## src/rtl/voq_sched_pkg.sv

```systemverilog
package voq_sched_pkg;

  typedef enum logic {
    ST_IDLE = 1'b0,
    ST_RUN  = 1'b1
  } sched_state_e;

  // position one past the set bit of a one-hot vector, wrapped at n
  function automatic int unsigned rr_next(input logic [31:0] onehot, input int unsigned n);
    int unsigned pos;
    pos = 0;
    for (int unsigned k = 0; k < 32; k++) begin
      if (onehot[k]) pos = k;
    end
    return ((pos + 1) >= n) ? 0 : pos + 1;
  endfunction

endpackage

```

## src/rtl/voq_rr_pick.sv

```systemverilog
module voq_rr_pick #(
  parameter int N = 4,
  localparam int IDXW = (N > 1) ? $clog2(N) : 1
) (
  input  logic [N-1:0]    cand_i,
  input  logic [IDXW-1:0] ptr_i,
  output logic [N-1:0]    pick_o
);

  always_comb begin
    logic found;
    found  = 1'b0;
    pick_o = '0;
    for (int k = 0; k < N; k++) begin
      int pos;
      pos = int'(ptr_i) + k;
      if (pos >= N) pos = pos - N;
      if (!found && cand_i[pos]) begin
        pick_o[pos] = 1'b1;
        found       = 1'b1;
      end
    end
  end

endmodule

```

## src/rtl/voq_rga_round.sv

```systemverilog
module voq_rga_round #(
  parameter int N = 4,
  localparam int IDXW = (N > 1) ? $clog2(N) : 1
) (
  input  logic [N-1:0][N-1:0]    req_i,
  input  logic [N-1:0]           in_free_i,
  input  logic [N-1:0]           out_free_i,
  input  logic [N-1:0][IDXW-1:0] gptr_i,
  input  logic [N-1:0][IDXW-1:0] aptr_i,
  output logic [N-1:0][N-1:0]    acc_o
);

  logic [N-1:0][N-1:0] elig_m;   // [input][output]
  logic [N-1:0][N-1:0] elig_t;   // [output][input]
  logic [N-1:0][N-1:0] gsel_t;   // [output][input]
  logic [N-1:0][N-1:0] gnt_m;    // [input][output]

  for (genvar i = 0; i < N; i++) begin : g_row
    for (genvar o = 0; o < N; o++) begin : g_col
      assign elig_m[i][o] = req_i[i][o] & in_free_i[i] & out_free_i[o];
      assign elig_t[o][i] = elig_m[i][o];
      assign gnt_m[i][o]  = gsel_t[o][i];
    end
  end

  // grant step: one picker per output over requesting inputs
  for (genvar o = 0; o < N; o++) begin : g_grant
    voq_rr_pick #(.N(N)) u_gpick (
      .cand_i (elig_t[o]),
      .ptr_i  (gptr_i[o]),
      .pick_o (gsel_t[o])
    );
  end

  // accept step: one picker per input over granting outputs
  for (genvar i = 0; i < N; i++) begin : g_accept
    voq_rr_pick #(.N(N)) u_apick (
      .cand_i (gnt_m[i]),
      .ptr_i  (aptr_i[i]),
      .pick_o (acc_o[i])
    );
  end

endmodule

```

## src/rtl/voq_grant_encode.sv

```systemverilog
module voq_grant_encode #(
  parameter int N = 4,
  localparam int IDXW = (N > 1) ? $clog2(N) : 1
) (
  input  logic [N-1:0][N-1:0] match_i,
  output logic [N-1:0]        gvalid_o,
  output logic [N*IDXW-1:0]   gidx_o
);

  for (genvar i = 0; i < N; i++) begin : g_enc
    logic [IDXW-1:0] idx;
    always_comb begin
      idx = '0;
      for (int o = 0; o < N; o++) begin
        if (match_i[i][o]) idx = idx | IDXW'(o);
      end
    end
    assign gvalid_o[i]               = |match_i[i];
    assign gidx_o[i*IDXW +: IDXW]    = idx;
  end

endmodule

```

## src/rtl/voq_xbar_sched.sv

```systemverilog
module voq_xbar_sched
  import voq_sched_pkg::*;
#(
  parameter int N = 4,
  localparam int IDXW = (N > 1) ? $clog2(N) : 1
) (
  input  logic              clk,
  input  logic              rst_n,
  input  logic              start_i,
  input  logic [N*N-1:0]    req_i,
  output logic              done_o,
  output logic [N*N-1:0]    grant_o,
  output logic [N-1:0]      gvalid_o,
  output logic [N*IDXW-1:0] gidx_o
);

  localparam logic [IDXW-1:0] LAST_ROUND = IDXW'(N - 1);

  sched_state_e state_q, state_d;
  logic [IDXW-1:0] round_q, round_d;
  logic [N-1:0][N-1:0] req_q;
  logic [N-1:0][N-1:0] match_q, match_d;
  logic [N-1:0][IDXW-1:0] gptr_q, gptr_d;
  logic [N-1:0][IDXW-1:0] aptr_q, aptr_d;
  logic done_q, done_d;

  logic [N-1:0][N-1:0] col_m;   // [output][input] view of match_q
  logic [N-1:0][N-1:0] acc_m;   // new pairs of this round [input][output]
  logic [N-1:0][N-1:0] acc_t;   // [output][input]
  logic [N-1:0] in_free, out_free;
  logic load_en, run_en, ptr_en, any_new;

  for (genvar i = 0; i < N; i++) begin : g_tr
    for (genvar o = 0; o < N; o++) begin : g_tc
      assign col_m[o][i] = match_q[i][o];
      assign acc_t[o][i] = acc_m[i][o];
    end
    assign in_free[i]  = ~|match_q[i];
    assign out_free[i] = ~|col_m[i];
  end

  voq_rga_round #(.N(N)) u_round (
    .req_i      (req_q),
    .in_free_i  (in_free),
    .out_free_i (out_free),
    .gptr_i     (gptr_q),
    .aptr_i     (aptr_q),
    .acc_o      (acc_m)
  );

  assign load_en = (state_q == ST_IDLE) && start_i;
  assign run_en  = (state_q == ST_RUN);
  assign ptr_en  = run_en && (round_q == '0);
  assign any_new = |acc_m;

  // next state
  always_comb begin
    state_d = state_q;
    done_d  = 1'b0;
    round_d = round_q + 1'b1;
    match_d = match_q | acc_m;
    if (load_en) begin
      state_d = ST_RUN;
      round_d = '0;
      match_d = '0;
    end else if (run_en) begin
      if (!any_new || (round_q == LAST_ROUND)) begin
        state_d = ST_IDLE;
        done_d  = 1'b1;
      end
    end
  end

  // pointer moves, used only in the first round
  always_comb begin
    gptr_d = gptr_q;
    aptr_d = aptr_q;
    for (int o = 0; o < N; o++) begin
      if (|acc_t[o]) gptr_d[o] = IDXW'(rr_next(32'(acc_t[o]), N));
    end
    for (int i = 0; i < N; i++) begin
      if (|acc_m[i]) aptr_d[i] = IDXW'(rr_next(32'(acc_m[i]), N));
    end
  end

  // registers
  always_ff @(posedge clk or negedge rst_n) begin
    if (!rst_n) begin
      state_q <= ST_IDLE;
      done_q  <= 1'b0;
      round_q <= '0;
      req_q   <= '0;
      match_q <= '0;
      gptr_q  <= '0;
      aptr_q  <= '0;
    end else begin
      state_q <= state_d;
      done_q  <= done_d;
      if (load_en) req_q <= req_i;
      if (load_en || run_en) begin
        match_q <= match_d;
        round_q <= round_d;
      end
      if (ptr_en) begin
        gptr_q <= gptr_d;
        aptr_q <= aptr_d;
      end
    end
  end

  voq_grant_encode #(.N(N)) u_enc (
    .match_i  (match_q),
    .gvalid_o (gvalid_o),
    .gidx_o   (gidx_o)
  );

  assign done_o  = done_q;
  assign grant_o = match_q;

  // ---------------- assertions ----------------
  logic [N-1:0][N-1:0] open_pair;
  logic [N*N-1:0] stray_flat;
  always_comb begin
    for (int i = 0; i < N; i++)
      for (int o = 0; o < N; o++)
        open_pair[i][o] = req_q[i][o] & in_free[i] & out_free[o];
  end
  assign stray_flat = match_q & ~req_q;

  for (genvar k = 0; k < N; k++) begin : g_chk
    assert_row_single_R2: assert property (@(posedge clk) disable iff (!rst_n)
      $onehot0(match_q[k]));
    assert_col_single_R2: assert property (@(posedge clk) disable iff (!rst_n)
      $onehot0(col_m[k]));
  end

  assert_grant_in_req_R3: assert property (@(posedge clk) disable iff (!rst_n)
    run_en |=> (stray_flat == '0));

  assert_maximal_R4: assert property (@(posedge clk) disable iff (!rst_n)
    done_q |-> (open_pair == '0));

  assert_done_pulse_R5: assert property (@(posedge clk) disable iff (!rst_n)
    done_q |=> !done_q);

  assert_req_frozen_R1: assert property (@(posedge clk) disable iff (!rst_n)
    run_en |=> $stable(req_q));

  assert_result_hold_R6: assert property (@(posedge clk) disable iff (!rst_n)
    ((state_q == ST_IDLE) && !start_i) |=> $stable(match_q));

  assert_ptr_late_hold_R7: assert property (@(posedge clk) disable iff (!rst_n)
    (run_en && (round_q != '0)) |=> ($stable(gptr_q) && $stable(aptr_q)));

endmodule

```

## config.mk

```make
export PLATFORM = sky130hd
export DESIGN_NAME = voq_xbar_sched
export DESIGN_NICKNAME = d
export VERILOG_FILES = /design/src/rtl/voq_sched_pkg.sv /design/src/rtl/voq_rr_pick.sv /design/src/rtl/voq_rga_round.sv /design/src/rtl/voq_grant_encode.sv /design/src/rtl/voq_xbar_sched.sv
export SDC_FILE = /design/constraint.sdc
export NUM_CORES = 1
export LEC_CHECK = 0
export ABC_AREA = 0
export BUFFER_PORTS_ARGS = -buffer_cell sky130_fd_sc_hd__buf_4
export CAP_MARGIN = 20
export CORE_MARGIN = 4
export CORE_UTILIZATION = 56
export CTS_BUF_LIST = sky130_fd_sc_hd__clkbuf_8 sky130_fd_sc_hd__clkbuf_16
export CTS_CLUSTER_SIZE = 20
export DETAILED_ROUTE_END_ITERATION = 6
export PLACE_DENSITY = 0.78
export RECOVER_POWER = 25
export SYNTH_ARGS = -nofsm -noshare
export SYNTH_HDL_FRONTEND = slang
export SYNTH_SLANG_ARGS = --single-unit
export TNS_END_PERCENT = 1
```

## constraint.sdc

```tcl
create_clock -name clk -period 4 [get_ports clk]
set_input_delay 1 -clock clk [delete_from_list [all_inputs] [get_ports clk]]
set_output_delay 1 -clock clk [all_outputs]
set_load 0.01 [all_outputs]
```

Yosys cells after proc, flatten, opt, wreduce, memory -nomap -nowiden
Cells that the tools add are included. Widths: inputs -> output; s select.

Input port bits: 19. Memories kept: 0. Bits in registers: 52. RAM bits: 0. Logic and storage cells: 673. Bits in read-only memories: 0. Output and inout port bits: 29. Bits in latches: 0.

$add $sub $neg: 65. Reduce and logical (&&, ||, !) cells: 119. $mul: 0. Div/mod/pow operators: 0. Equality and inequality tests: 1. Bitwise logic cells: 58. Multiplexer cells: 307. Shifts and indexed selects: 0. Order comparisons: 104.

Operators with widths (count): $mux 32 (56); $ge 32x1->1 const B (32); $lt 32x4->1 const B (32); $add 32x1->32 const B (8); $ge 32x3->1 const B (8); $mux 1 (137); $mux 4 (32); $or 4x4->4 (24); $sub 3x3->4 const B (24); $ge 3x3->1 const B (24); $bmux 1 s2 (32); $demux 1 s2 (32); $reduce_or 4->1 (16); $logic_and 1x1->1 (58); $add 2x2->3 const B (16); $mux 2 (17); $logic_not 1->1 (33); $and 1x1->1 (32); $sub 2x3->4 const B (8); $add 2x1->3 const B (8); $ge 2x3->1 const B (8); $mux 16 (1); $or 16x16->16 (1); $reduce_and 2->1 (8); other kinds (6) (7).

Longest topological paths before layout
Depth in word-level cells: 37. Gate-level depth with buffers: 16. Depth with buffers taken out: 14.

Hierarchy
Synthesis repeated with hierarchy kept, for this count alone.

Cell total of the unflattened synthesis: 538. Area, all modules: 5378.9 um^2.

Modules (own cells, without submodules): voq_rr_pick (times used 8, sequential area each 0.0 um^2, area each 357.8 um^2, cells an instance 38); voq_xbar_sched (times used 1, sequential area each 1301.2 um^2, area each 2336.0 um^2, cells an instance 206); voq_rga_round (times used 1, sequential area each 0.0 um^2, area each 100.1 um^2, cells an instance 16); voq_grant_encode (times used 1, sequential area each 0.0 um^2, area each 80.1 um^2, cells an instance 12).

Worst setup path before layout
No wires, ideal clock.

Path kind: register to register. Start point: register match_q, in the netlist grant_o[14]. End point: register state_q (netlist: run_en). Period minus slack after synthesis: 4.004 ns. Setup time: 0.119 ns. Buffers on the path: 1. Setup slack: -0.004 ns. Stages on the path, launching flop included: 15. Required time: 3.881 ns. Arrival: 3.886 ns. Path through: dfrtp_1 > nor4_4 > inv_2 > a211o_1 > mux4_2 > nor4b_4 > nor4_2 > o32ai_4 > inv_2 > a31o_1 > or4b_1 > buf_2 > a2111oi_4 > nand4_1 > o21a_1.

Cells in the longest elaborated chain, start to end: 36. Elaborated cells between the ends (all ways): 245. Classes of those cells: mux (155); bitwise (35); reduce/logical (55).

RTL lines: start, declared (line voq_xbar_sched.sv:22) `logic [N-1:0][N-1:0] match_q, match_d;`; start signal, assigned (line voq_xbar_sched.sv:101) `match_q <= match_d;`; $reduce_or 4->1 (line voq_xbar_sched.sv:38) `assign in_free[i] = ~|match_q[i];`; $logic_not 1->1 (line voq_xbar_sched.sv:38); $and 1x1->1 (2 in series) (line voq_rga_round.sv:20) `assign elig_m[i][o] = req_i[i][o] & in_free_i[i] & out_free_i[o];`; $bmux 1 s2 (line voq_rr_pick.sv:18) `if (!found && cand_i[pos]) begin`; $mux 1 (not written as such) (2 in series) (line voq_rr_pick.sv:18); $mux 1 (line voq_rr_pick.sv:18); $logic_not 1->1 (line voq_rr_pick.sv:18); $logic_and 1x1->1 (line voq_rr_pick.sv:18); (+19 left out); $mux 4 (line voq_rr_pick.sv:18); $reduce_or 16->1 (*) (line voq_xbar_sched.sv:54) `assign any_new = |acc_m;`; $logic_not 1->1 (*) (line voq_xbar_sched.sv:67) `if (!any_new || (round_q == LAST_ROUND)) begin`; $logic_or 1x1->1 (*) (line voq_xbar_sched.sv:67); $mux 1 (*) (line voq_xbar_sched.sv:67); $mux 1 (*) (line voq_xbar_sched.sv:66) `end else if (run_en) begin`; $mux 1 (*) (line voq_xbar_sched.sv:62) `if (load_en) begin`; via state_d (line voq_xbar_sched.sv:19) `sched_state_e state_q, state_d;`; end signal, assigned (line voq_xbar_sched.sv:97) `state_q <= state_d;`; end, declared (line voq_xbar_sched.sv:19).

Mark *: on every way through the listed nets, which the timed path passes. The rest lies on a longest branch. The select of a mux whose other input is x is not followed. A chain may end at the register's enable or synchronous reset.

Worst setup path after layout
Start point: register match_q, in the netlist grant_o[10]. End point: register state_q (netlist: run_en).

Same word-level chain as after synthesis.

==> flow_metrics.tcl <==
set metrics [dict create \
    status "finished, violations left" \
    violations "capacitance limit, slew limit, setup timing" \
    drtAntennaViolNets 0 \
    row_count 38 \
    numCtsBuffers 5 \
    use_met3_pct 5.233 \
    io_pins 48 \
    maxCapViolations 1 \
    slew_viol_final 53 \
    synth.distinct_cells 79 \
    port_buffers 47 \
    fin_crit_sh_pct 103.5 \
    synth_top_area_share_pct 20.53 \
    relSlewSlack_pct -92.82 \
    syn_area_per_cell_um2 8.230 \
    synth-edff-count 0 \
    setup.worst_path.end_class "register" \
    via_per_inst 6.617 \
    drcViolationCount 0 \
    worst_slew_pin_slew_ns 2.892 \
    place_congestion 0.9685 \
    final.setup.worst_slack_ns -0.1419 \
    antenna_found_initial 0 \
    p_leak_nw 3.782 \
    cts_buffer_depth 2 \
    start_kind "register" \
    fp.dieArea_mm2 0.01308 \
    syn-num-nets 851 \
    async_reset_ff_share_pct 100.0 \
    final_area_mm2 0.008437 \
    synthesis.area_mm2 0.006337 \
    num_vias 7239 \
    placed_area_mm2 0.007908 \
    ir_drop_mv 0.5466 \
    busiest_layer "met2" \
    clk_pin_slew_ns 0.08 \
    hold_violations 0 \
    dp.cells 1076 \
    synthTopCellsByCount "nand2_1, ha_1, dfrtp_1, o21ai_0, inv_1" \
    wl_per_cell_um 20.52 \
    hp-class "reg2reg" \
    fin_hold_ws_ns 0.5410 \
    dp_hpwl_mm 17.11 \
    yosysMostFrequentCell "nand2_1" \
    coreArea_mm2 0.01094 \
    ys_ff_latch 52 \
    drtIter0Drc 794 \
    synth_top_flop_cell "dfrtp_1" \
    fillers 778 \
    overflow 0 \
    track_usage_pct 32.92 \
    htree_levels 2 \
    yosysWarnings 0 \
    use_met1_pct 44.95 \
    yosys.area.top_type "dfrtp_1" \
    nets 1034 \
    insertion_delay_ns 0.30 \
    cellPowerDensity_mw_per_mm2 961.5 \
    instances_no_fill 1094 \
    worstPathRequired_ns 4.20 \
    wl_mm 22.45 \
    cp.arrival_ns 4.34 \
    dr.pass1.iters 5 \
    crit_path_max_fanout 5 \
    die_y_um 114.4 \
    cts_tree "done" \
    timing.fmax_mhz 241.4 \
    synthToLayoutAreaGrowth_pct 33.13 \
    rsz0062_at_grt "yes" \
    setup_viol 14 \
    netlist_instances 770 \
    layout-drive-gt1-share_pct 33.75 \
    clock-sinks 52 \
    grt_pass1_wl_mm 34.74 \
    clock_skew_ns 0.009370 \
    synth_area_leaders "dfrtp_1, ha_1, nand2_1" \
    grt_pass1_vias 6641 \
    seq_area_frac_synth_pct 20.53 \
    initial_utilization_pct 57.95 \
    use_met2_pct 54.75 \
    min_period_ns 4.142 \
    cts_root_buf "clkbuf_16" \
    grt_max_degree 53 \
    final.setup.tns_ns -0.8409 \
    die_w_um 114.4 \
    worstSetupPathType "reg2reg" \
    num_antenna_cells 0 \
]
[critical path, cell delays in order, from the launching register on]
cell       delay (ns)
dfrtp_1          0.43
nor4_4           0.40
inv_2            0.12
a211o_1          0.25
mux4_2           0.51
nor4b_4          0.27
buf_4            0.19
nor4b_4          0.06
buf_4            0.15
a22oi_2          0.17
nor2_1           0.06
o21a_1           0.17
or4b_4           0.56
a2111oi_4        0.33
nand4_1          0.15
o21a_1           0.20
[kinds of logic (layout without fill, tap and decap cells)]
family,Yosys count,after routing,synth area share (%)
compound gates,252,252,29.73
fa+ha+maj,62,62,12.24
buf+inv,82,266,5.034
flops,52,52,20.53
mux,29,29,6.219
simple gates,293,293,26.24
[routing by layer]
| metal | share of wire (%) | vias to the layer above |
|---|---|---|
| met1 | 42 | 3480 |
| met5 | 0 | - |
| li1 | - | 3326 |
| met2 | 47 | 364 |
| met3 | 8.0 | 69 |
| met4 | 2.9 | 0 |
[power by group]
group	leakage (nW)	switching [W]	total, W	internal (W)
sequential	0.636	0.000343	0.00113	0.000785
clock	0.0708	0.000232	0.000469	0.000238
combinational	3.08	0.00358	0.00651	0.00293
total	3.78	0.00415	0.00811	0.00396
[layout by cell type, fill, tap and decap left out, types with 8 or more instances in the layout]
cell type	n
nand3b_1	16
a211oi_1	13
and3_1	8
a22o_1	8
o211ai_1	11
mux2_2	12
a21oi_1	21
nor2_1	30
nand3_1	28
ha_1	62
nand4_1	12
mux2i_1	9
inv_1	42
buf_4	201
nor3_1	12
o22ai_1	10
o32ai_2	8
o21ai_0	46
o21ai_1	9
a22oi_1	12
or2_2	10
nor2b_1	11
or3_1	8
nand2_1	86
dfrtp_1	47
and2_1	8
[layout make-up]
class / count / area [um2] / share of cell area, %
multi-input combinational: 636 / 5020 / 59.50
timing repair buffer: 210 / 1604 / 19.01
sequential: 52 / 1308 / 15.50
inverter: 48 / 180.2 / 2.136
tap: 140 / 175.2 / 2.076
clock buffer: 5 / 125.1 / 1.483
clock inverter: 3 / 25.02 / 0.2966
[what timing repair did]
item	in CTS	in global routing
pin swaps	3	28
hold buffers	0	0
endpoints found under the setup margin	12	31
resized for setup	15	55
setup buffers	0	11
hold endpoints to repair	0	0
[worst paths after layout]
| kind | start | end | slack [ns] | cells past startpoint |
|---|---|---|---|---|
| setup / recovery | grant_o[10]$_DFFE_PN0P_ | run_en$_DFF_PN0_ | -0.14 | 15 |
| hold / removal | round_q[0]$_DFFE_PN0P_ | round_q[0]$_DFFE_PN0P_ | 0.54 | 1 |
| setup reg to reg | grant_o[10]$_DFFE_PN0P_ | run_en$_DFF_PN0_ | -0.14 | 15 |
| hold reg to reg | round_q[0]$_DFFE_PN0P_ | round_q[0]$_DFFE_PN0P_ | 0.54 | 1 |
| max in group asynchronous | rst_n | grant_o[15]$_DFFE_PN0P_ | 0.52 | 1 |
| min in group asynchronous | rst_n | req_q[8]$_DFFE_PN0P_ | 1.62 | 1 |
[stage by stage]
step                power [W]  setup slack, ns  utilization, %
floorplan            0.004549         0.008970               -
global placement     0.006813          -0.1152           72.31
detailed placement   0.006981          -0.1481           72.31
CTS                  0.007549         -0.07209           74.27
global route         0.008644          -0.3345           77.15
finish               0.008112          -0.1419           77.15
[registers in the layout (all words and copies together), names as in the netlist]
signal   flops
round_q      2
gptr_q       8
run_en       1
done_o       1
aptr_q       8
grant_o     16
req_q       16
Note: power is estimated with default switching activity, not from simulation.
